**src/rtl/regfile_pkg.sv**
```systemverilog
package regfile_pkg;
  localparam int unsigned DATA_W_DEF   = 32;
  localparam int unsigned NUM_REGS_DEF = 32;

  typedef struct packed {
    logic irq;
    logic eret;
    logic epc_wr;
    logic stat_wr;
  } exc_req_t;
endpackage

```
**src/rtl/gpr_array.sv**
```systemverilog
module gpr_array #(
  parameter int unsigned DATA_W   = 32,
  parameter int unsigned NUM_REGS = 32,
  localparam int unsigned IDX_W   = $clog2(NUM_REGS)
) (
  input  logic                               clk_i,
  input  logic                               rst_ni,
  input  logic                               we_i,
  input  logic [IDX_W-1:0]                   waddr_i,
  input  logic [DATA_W-1:0]                  wdata_i,
  output logic [NUM_REGS-1:0][DATA_W-1:0]    regs_o
);
  assign regs_o[0] = '0;

  for (genvar g = 1; g < NUM_REGS; g++) begin : g_reg
    logic [DATA_W-1:0] q;
    always_ff @(posedge clk_i or negedge rst_ni) begin
      if (!rst_ni)                                q <= '0;
      else if (we_i && waddr_i == IDX_W'(g))      q <= wdata_i;
    end
    assign regs_o[g] = q;
  end
endmodule

```
**src/rtl/gpr_read_port.sv**
```systemverilog
module gpr_read_port #(
  parameter int unsigned DATA_W   = 32,
  parameter int unsigned NUM_REGS = 32,
  localparam int unsigned IDX_W   = $clog2(NUM_REGS)
) (
  input  logic [NUM_REGS-1:0][DATA_W-1:0] regs_i,
  input  logic [IDX_W-1:0]                idx_i,
  output logic [DATA_W-1:0]               data_o
);
  always_comb begin
    data_o = '0;
    if (idx_i != '0 && 32'(idx_i) < NUM_REGS) data_o = regs_i[idx_i];
  end
endmodule

```
**src/rtl/exc_state.sv**
```systemverilog
module exc_state
  import regfile_pkg::*;
#(
  parameter int unsigned DATA_W = 32
) (
  input  logic              clk_i,
  input  logic              rst_ni,
  input  exc_req_t          req_i,
  input  logic [DATA_W-1:0] irq_pc_i,
  input  logic [DATA_W-1:0] wdata_i,
  output logic [DATA_W-1:0] epc_o,
  output logic              irq_en_o
);
  logic [DATA_W-1:0] epc_q, epc_d;
  logic              en_q, en_d;

  // priority: interrupt > eret > move
  always_comb begin
    epc_d = epc_q;
    en_d  = en_q;
    if (req_i.irq) begin
      epc_d = irq_pc_i;
      en_d  = 1'b0;
    end else begin
      if (req_i.epc_wr)     epc_d = wdata_i;
      if (req_i.eret)       en_d  = 1'b1;
      else if (req_i.stat_wr) en_d = wdata_i[0];
    end
  end

  always_ff @(posedge clk_i or negedge rst_ni) begin
    if (!rst_ni) begin
      epc_q <= '0;
      en_q  <= 1'b0;
    end else begin
      epc_q <= epc_d;
      en_q  <= en_d;
    end
  end

  assign epc_o    = epc_q;
  assign irq_en_o = en_q;
endmodule

```
**src/rtl/regfile_top.sv**
```systemverilog
module regfile_top
  import regfile_pkg::*;
#(
  parameter int unsigned DATA_W   = DATA_W_DEF,
  parameter int unsigned NUM_REGS = NUM_REGS_DEF,
  localparam int unsigned IDX_W   = $clog2(NUM_REGS)
) (
  input  logic              clk_i,
  input  logic              rst_ni,
  input  logic [IDX_W-1:0]  rs_idx_i,
  input  logic [IDX_W-1:0]  rt_idx_i,
  output logic [DATA_W-1:0] rs_data_o,
  output logic [DATA_W-1:0] rt_data_o,
  input  logic              wr_en_i,
  input  logic [IDX_W-1:0]  wr_idx_i,
  input  logic [DATA_W-1:0] wr_data_i,
  input  logic              epc_wr_i,
  input  logic              stat_wr_i,
  input  logic              eret_i,
  input  logic              irq_take_i,
  input  logic [DATA_W-1:0] irq_pc_i,
  output logic [DATA_W-1:0] epc_o,
  output logic              irq_en_o
);
  logic [NUM_REGS-1:0][DATA_W-1:0] regs;
  exc_req_t                        req;

  gpr_array #(.DATA_W(DATA_W), .NUM_REGS(NUM_REGS)) u_array (
    .clk_i   (clk_i),
    .rst_ni  (rst_ni),
    .we_i    (wr_en_i),
    .waddr_i (wr_idx_i),
    .wdata_i (wr_data_i),
    .regs_o  (regs)
  );

  gpr_read_port #(.DATA_W(DATA_W), .NUM_REGS(NUM_REGS)) u_rd_rs (
    .regs_i (regs),
    .idx_i  (rs_idx_i),
    .data_o (rs_data_o)
  );

  gpr_read_port #(.DATA_W(DATA_W), .NUM_REGS(NUM_REGS)) u_rd_rt (
    .regs_i (regs),
    .idx_i  (rt_idx_i),
    .data_o (rt_data_o)
  );

  assign req = '{irq: irq_take_i, eret: eret_i, epc_wr: epc_wr_i, stat_wr: stat_wr_i};

  exc_state #(.DATA_W(DATA_W)) u_exc (
    .clk_i    (clk_i),
    .rst_ni   (rst_ni),
    .req_i    (req),
    .irq_pc_i (irq_pc_i),
    .wdata_i  (wr_data_i),
    .epc_o    (epc_o),
    .irq_en_o (irq_en_o)
  );
endmodule

```
**config.mk**
```make
export PLATFORM = sky130hd
export DESIGN_NAME = regfile_top
export DESIGN_NICKNAME = d
export VERILOG_FILES = /design/src/rtl/regfile_pkg.sv /design/src/rtl/gpr_array.sv /design/src/rtl/gpr_read_port.sv /design/src/rtl/exc_state.sv /design/src/rtl/regfile_top.sv
export SDC_FILE = /design/constraint.sdc
export NUM_CORES = 2
export LEC_CHECK = 0
export BUFFER_PORTS_ARGS = -buffer_cell sky130_fd_sc_hd__clkbuf_2
export CAP_MARGIN = 20
export CORE_MARGIN = 10
export CORE_UTILIZATION = 35
export CTS_CLUSTER_DIAMETER = 40
export CTS_CLUSTER_SIZE = 24
export DETAILED_ROUTE_END_ITERATION = 8
export HOLD_SLACK_MARGIN = 0.15
export MAX_ROUTING_LAYER = met4
export PLACE_DENSITY = 0.59
export REMOVE_ABC_BUFFERS = 1
export SYNTH_ARGS = -nofsm -noshare
export SYNTH_HDL_FRONTEND = slang
export SYNTH_SLANG_ARGS = --single-unit
```
**constraint.sdc**
```tcl
create_clock -name clk_i -period 2.5 [get_ports clk_i]
set_clock_uncertainty 0.2 [all_clocks]
set_input_delay 0.375 -clock clk_i [delete_from_list [all_inputs] [get_ports clk_i]]
set_output_delay 0.375 -clock clk_i [all_outputs]
set_load 0.01 [all_outputs]
```
==> flow_metrics.py <==
metrics = {
    "synth": {
        "yosys.area.top_type": "dfrtp_1",
        "ys_seq_area_frac": 0.472,
        "avgSynthCellArea_sq_um": 14.9,
        "synth.distinct_cells": 34,
        "synth_ff_type": "dfrtp_1",
        "syn_area_sq_um": 54300,
        "synth_top_area_share": 0.472,
        "synthArstFlopShare": 1.00,
        "synth_edf_count": 0,
        "syn_inst": 3644,
        "ys_seq_elements": 1025,
        "ys_warn_count": 0,
        "synthTopCellsByArea": "dfrtp_1, mux2_2, mux4_2",
    },
    "route": {
        "dr.pass1.iters": 5,
        "vias": 36500,
        "antenna_left": 0,
        "wl_per_cell_um": 29.2,
        "drtIter0Drc": 2918,
        "post_drt_via_cell_ratio": 5.78,
        "wl_um": 184000,
        "drcViolationCount": 0,
    },
    "placed_design": {
        "dpl_worst_slack_ns": -0.528,
        "numPortBuffers": 182,
        "place_congestion": 0.819,
        "dpl.hpwl_um": 117000,
    },
    "status": {
        "violations": "negative setup slack",
        "status": "complete, but fails checks",
    },
    "timing": {
        "clock.fmax_ghz": 0.314,
        "setup_ws_ns": -0.690,
        "rsz0062_at_grt": "yes",
        "slew_viol_final": 0,
        "finalHoldViolCount": 0,
        "finalCriticalPeriod_ns": 3.19,
        "setup_viol": 64,
        "relSlewSlack": 0.470,
        "period_share": 1.28,
        "worst_pin_slew_ns": 0.795,
    },
    "die": {
        "start_util": 0.352,
        "dieWidth_um": 414,
        "die-area_sq_um": 171000,
        "core_sq_um": 154000,
        "ioPinCount": 183,
        "die_h_um": 414,
        "num_rows": 144,
    },
    "cts": {
        "clock-root-buffer": "clkbuf_16",
        "clkSlewWorstSetupHoldPaths_ns": 0.06,
        "cts_buffers": 154,
        "clockBufferDepth": 3,
        "cts_tree": "built",
        "clkSinkCount": 1025,
        "clk_latency_ns": 0.77,
        "htree_levels": 4,
    },
    "cells_and_area": {
        "nNetsFinal": 4232,
        "area.growth.synth_to_final_pct": 27.2,
        "nFillCells": 13700,
        "drive_gt1_frac": 0.589,
        "fin_util": 0.448,
    },
    "flow_run": {
        "max_cap_violations": 0,
    },
    "power": {
        "total_power_w": 0.0570,
        "powerDensity_nw_per_um2": 825,
        "worst_ir_drop_vdd_v": 0.000575,
        "power.leakage_nw": 30.2,
    },
    "worst_setup_path": {
        "critPathMaxStageDelay_ns": 0.49,
        "timing.rr.start": "u_exc.irq_en_o$_DFFE_PN0P_",
        "cpMostUsedCell": "mux4_2",
        "crit_family": "multiplexers",
        "path_buf_inv": 1,
        "worst_ep_required_time_ns": 1.92,
        "r2r_cells": 4,
        "timing.rr.end": "u_exc.irq_en_o$_DFFE_PN0P_",
        "crit_path_end": "rs_data_o[26]",
        "critPathSlowestCell": "mux4_2",
        "setup.worst_path.start": "u_array.g_reg[23].q[26]$_DFFE_PN0P_",
        "cp_cell_sequence": "mux4_2 > mux4_2 > mux2_4 > buf_6",
        "crit_cells": 4,
        "cp_data_arrival_time_ns": 2.61,
        "cp-end-kind": "output pin",
        "crit_fanout": 3,
        "worst_setup_path_start_kind": "flop",
        "criticalPathCategory": "reg2out",
        "reg2reg_slack_ns": 0.88,
    },
    "global_routing": {
        "grt_overflow_total": 0,
        "grt_pass1_vias": 38100,
        "grt_max_degree": 109,
        "grt_pass1_wl_um": 270000,
        "antenna_found_initial": 5,
        "grtUsageTotal": 0.220,
    },
    "min_path": {
        "worstHoldPathType": "in2reg",
    },
}
==> report_power, final <==
part           total (W)  internal [W]  switching (W)  leakage [nW]
clock network     0.0231        0.0142        0.00882          2.69
registers         0.0222        0.0198        0.00240          13.1
logic             0.0117       0.00720        0.00450          14.4
total             0.0570        0.0413         0.0157          30.2
==> repair_timing <==
| action | 4_1_cts | 5_1_grt |
|---|---|---|
| pin swaps | 83 | 25 |
| endpoints found under the hold margin | 1534 | 3 |
| hold buffers | 160 | 2 |
| setup buffers | 47 | 17 |
| endpoints found under the setup margin | 64 | 68 |
| gates resized for setup | 78 | 74 |
| cloned | 0 | 0 |
==> metal layers <==
layer,share of wire,GRT usage
met1,0.42,0.281
met2,0.49,0.355
met3,0.055,0.0348
met4,0.034,0.0768
met5,0,-
==> stage by stage <==
stage | hold slack (ns) | std cells | area (sq um) | setup TNS [ns]
finish | 0.0283 | 6325 | 69100 | -31.83
detailed placement | 0.0741 | 5813 | 60800 | -27.09
global route | 0.191 | 6324 | 69100 | -37.09
floorplan | -0.121 | 3251 | 52700 | -217.02
global placement | 0.0785 | 5813 | 60800 | -27.13
CTS | 0.157 | 6306 | 68700 | -35.45
==> area by class of cell <==
class | instances | area [sq um] | share of cell area
clock inverter | 102 | 1240 | 0.0179
timing repair buffer | 739 | 7580 | 0.110
sequential | 1025 | 25600 | 0.371
antenna | 5 | 12.5 | 0.000181
clock buffer | 184 | 4310 | 0.0624
inverter | 1 | 3.75 | 0.0000544
tap | 2044 | 2560 | 0.0370
multi-input combinational | 2225 | 27700 | 0.401
==> registers in the layout (all words and copies together), names as in the netlist <==
| signal | count |
|---|---|
| u_exc.irq_en_o | 1 |
| u_array.g.q | 992 |
| u_exc.epc_o | 32 |
==> kinds of logic after synthesis <==
group                  after synthesis  share of synthesized area
AO/OA/AOI/OAI                      293                     0.0372
buffers and inverters              394                     0.0296
multiplexers                      1692                      0.442
flip-flops                        1025                      0.472
AND/OR/NAND/NOR                    240                     0.0191
==> cell usage in the layout, fill, tap and decap left out, types with 20 or more instances in the layout <==
cell type and instances:
mux2_2 1083, clkbuf_2 150, mux4_2 452, buf_12 143, inv_6 26, a22oi_1 50, nor2_1 61, o21ai_0 83
o22ai_2 20, dfrtp_1 1025, buf_6 35, o22ai_1 34, clkbuf_16 163, dlygate4sd3_1 157, buf_4 240, nand2_1 76
a211o_1 31, mux2i_1 129
==> Yosys cell counts (18+ instances only) <==
library cell,number
a211o_1,33
a221oi_1,18
a22oi_1,69
buf_1,75
buf_2,75
clkbuf_1,238
dfrtp_1,1025
mux2_2,1097
mux2i_1,135
mux4_2,452
nand2_1,88
nand3_1,18
nor2_1,83
nor3_1,20
o21ai_0,85
o22ai_1,54
o31a_1,18
==> worst reg2reg max path, stage by stage (launching register included) <==
cell	delay, ns
dfrtp_1	0.38
nor2b_1	0.13
a211oi_1	0.18
dlygate4sd3_1	0.58
nor2_1	0.04
==> worst min path at each step <==
stage                     cells after the start                            endpoint  slack [ns]         start
after floorplan                               0  u_array.g_reg[10].q[0]$_DFFE_PN0P_       -0.12        rst_ni
after global placement                        1          u_exc.epc_o[6]$_DFFE_PN0P_        0.08        rst_ni
after detailed placement                      1          u_exc.epc_o[6]$_DFFE_PN0P_        0.07        rst_ni
after CTS                                     2   u_array.g_reg[6].q[4]$_DFFE_PN0P_        0.16  wr_data_i[4]
after global routing                          2  u_array.g_reg[27].q[4]$_DFFE_PN0P_        0.19  wr_data_i[4]
final                                         2         u_exc.epc_o[11]$_DFFE_PN0P_        0.03    irq_take_i
(Power assumes the default switching activity.)
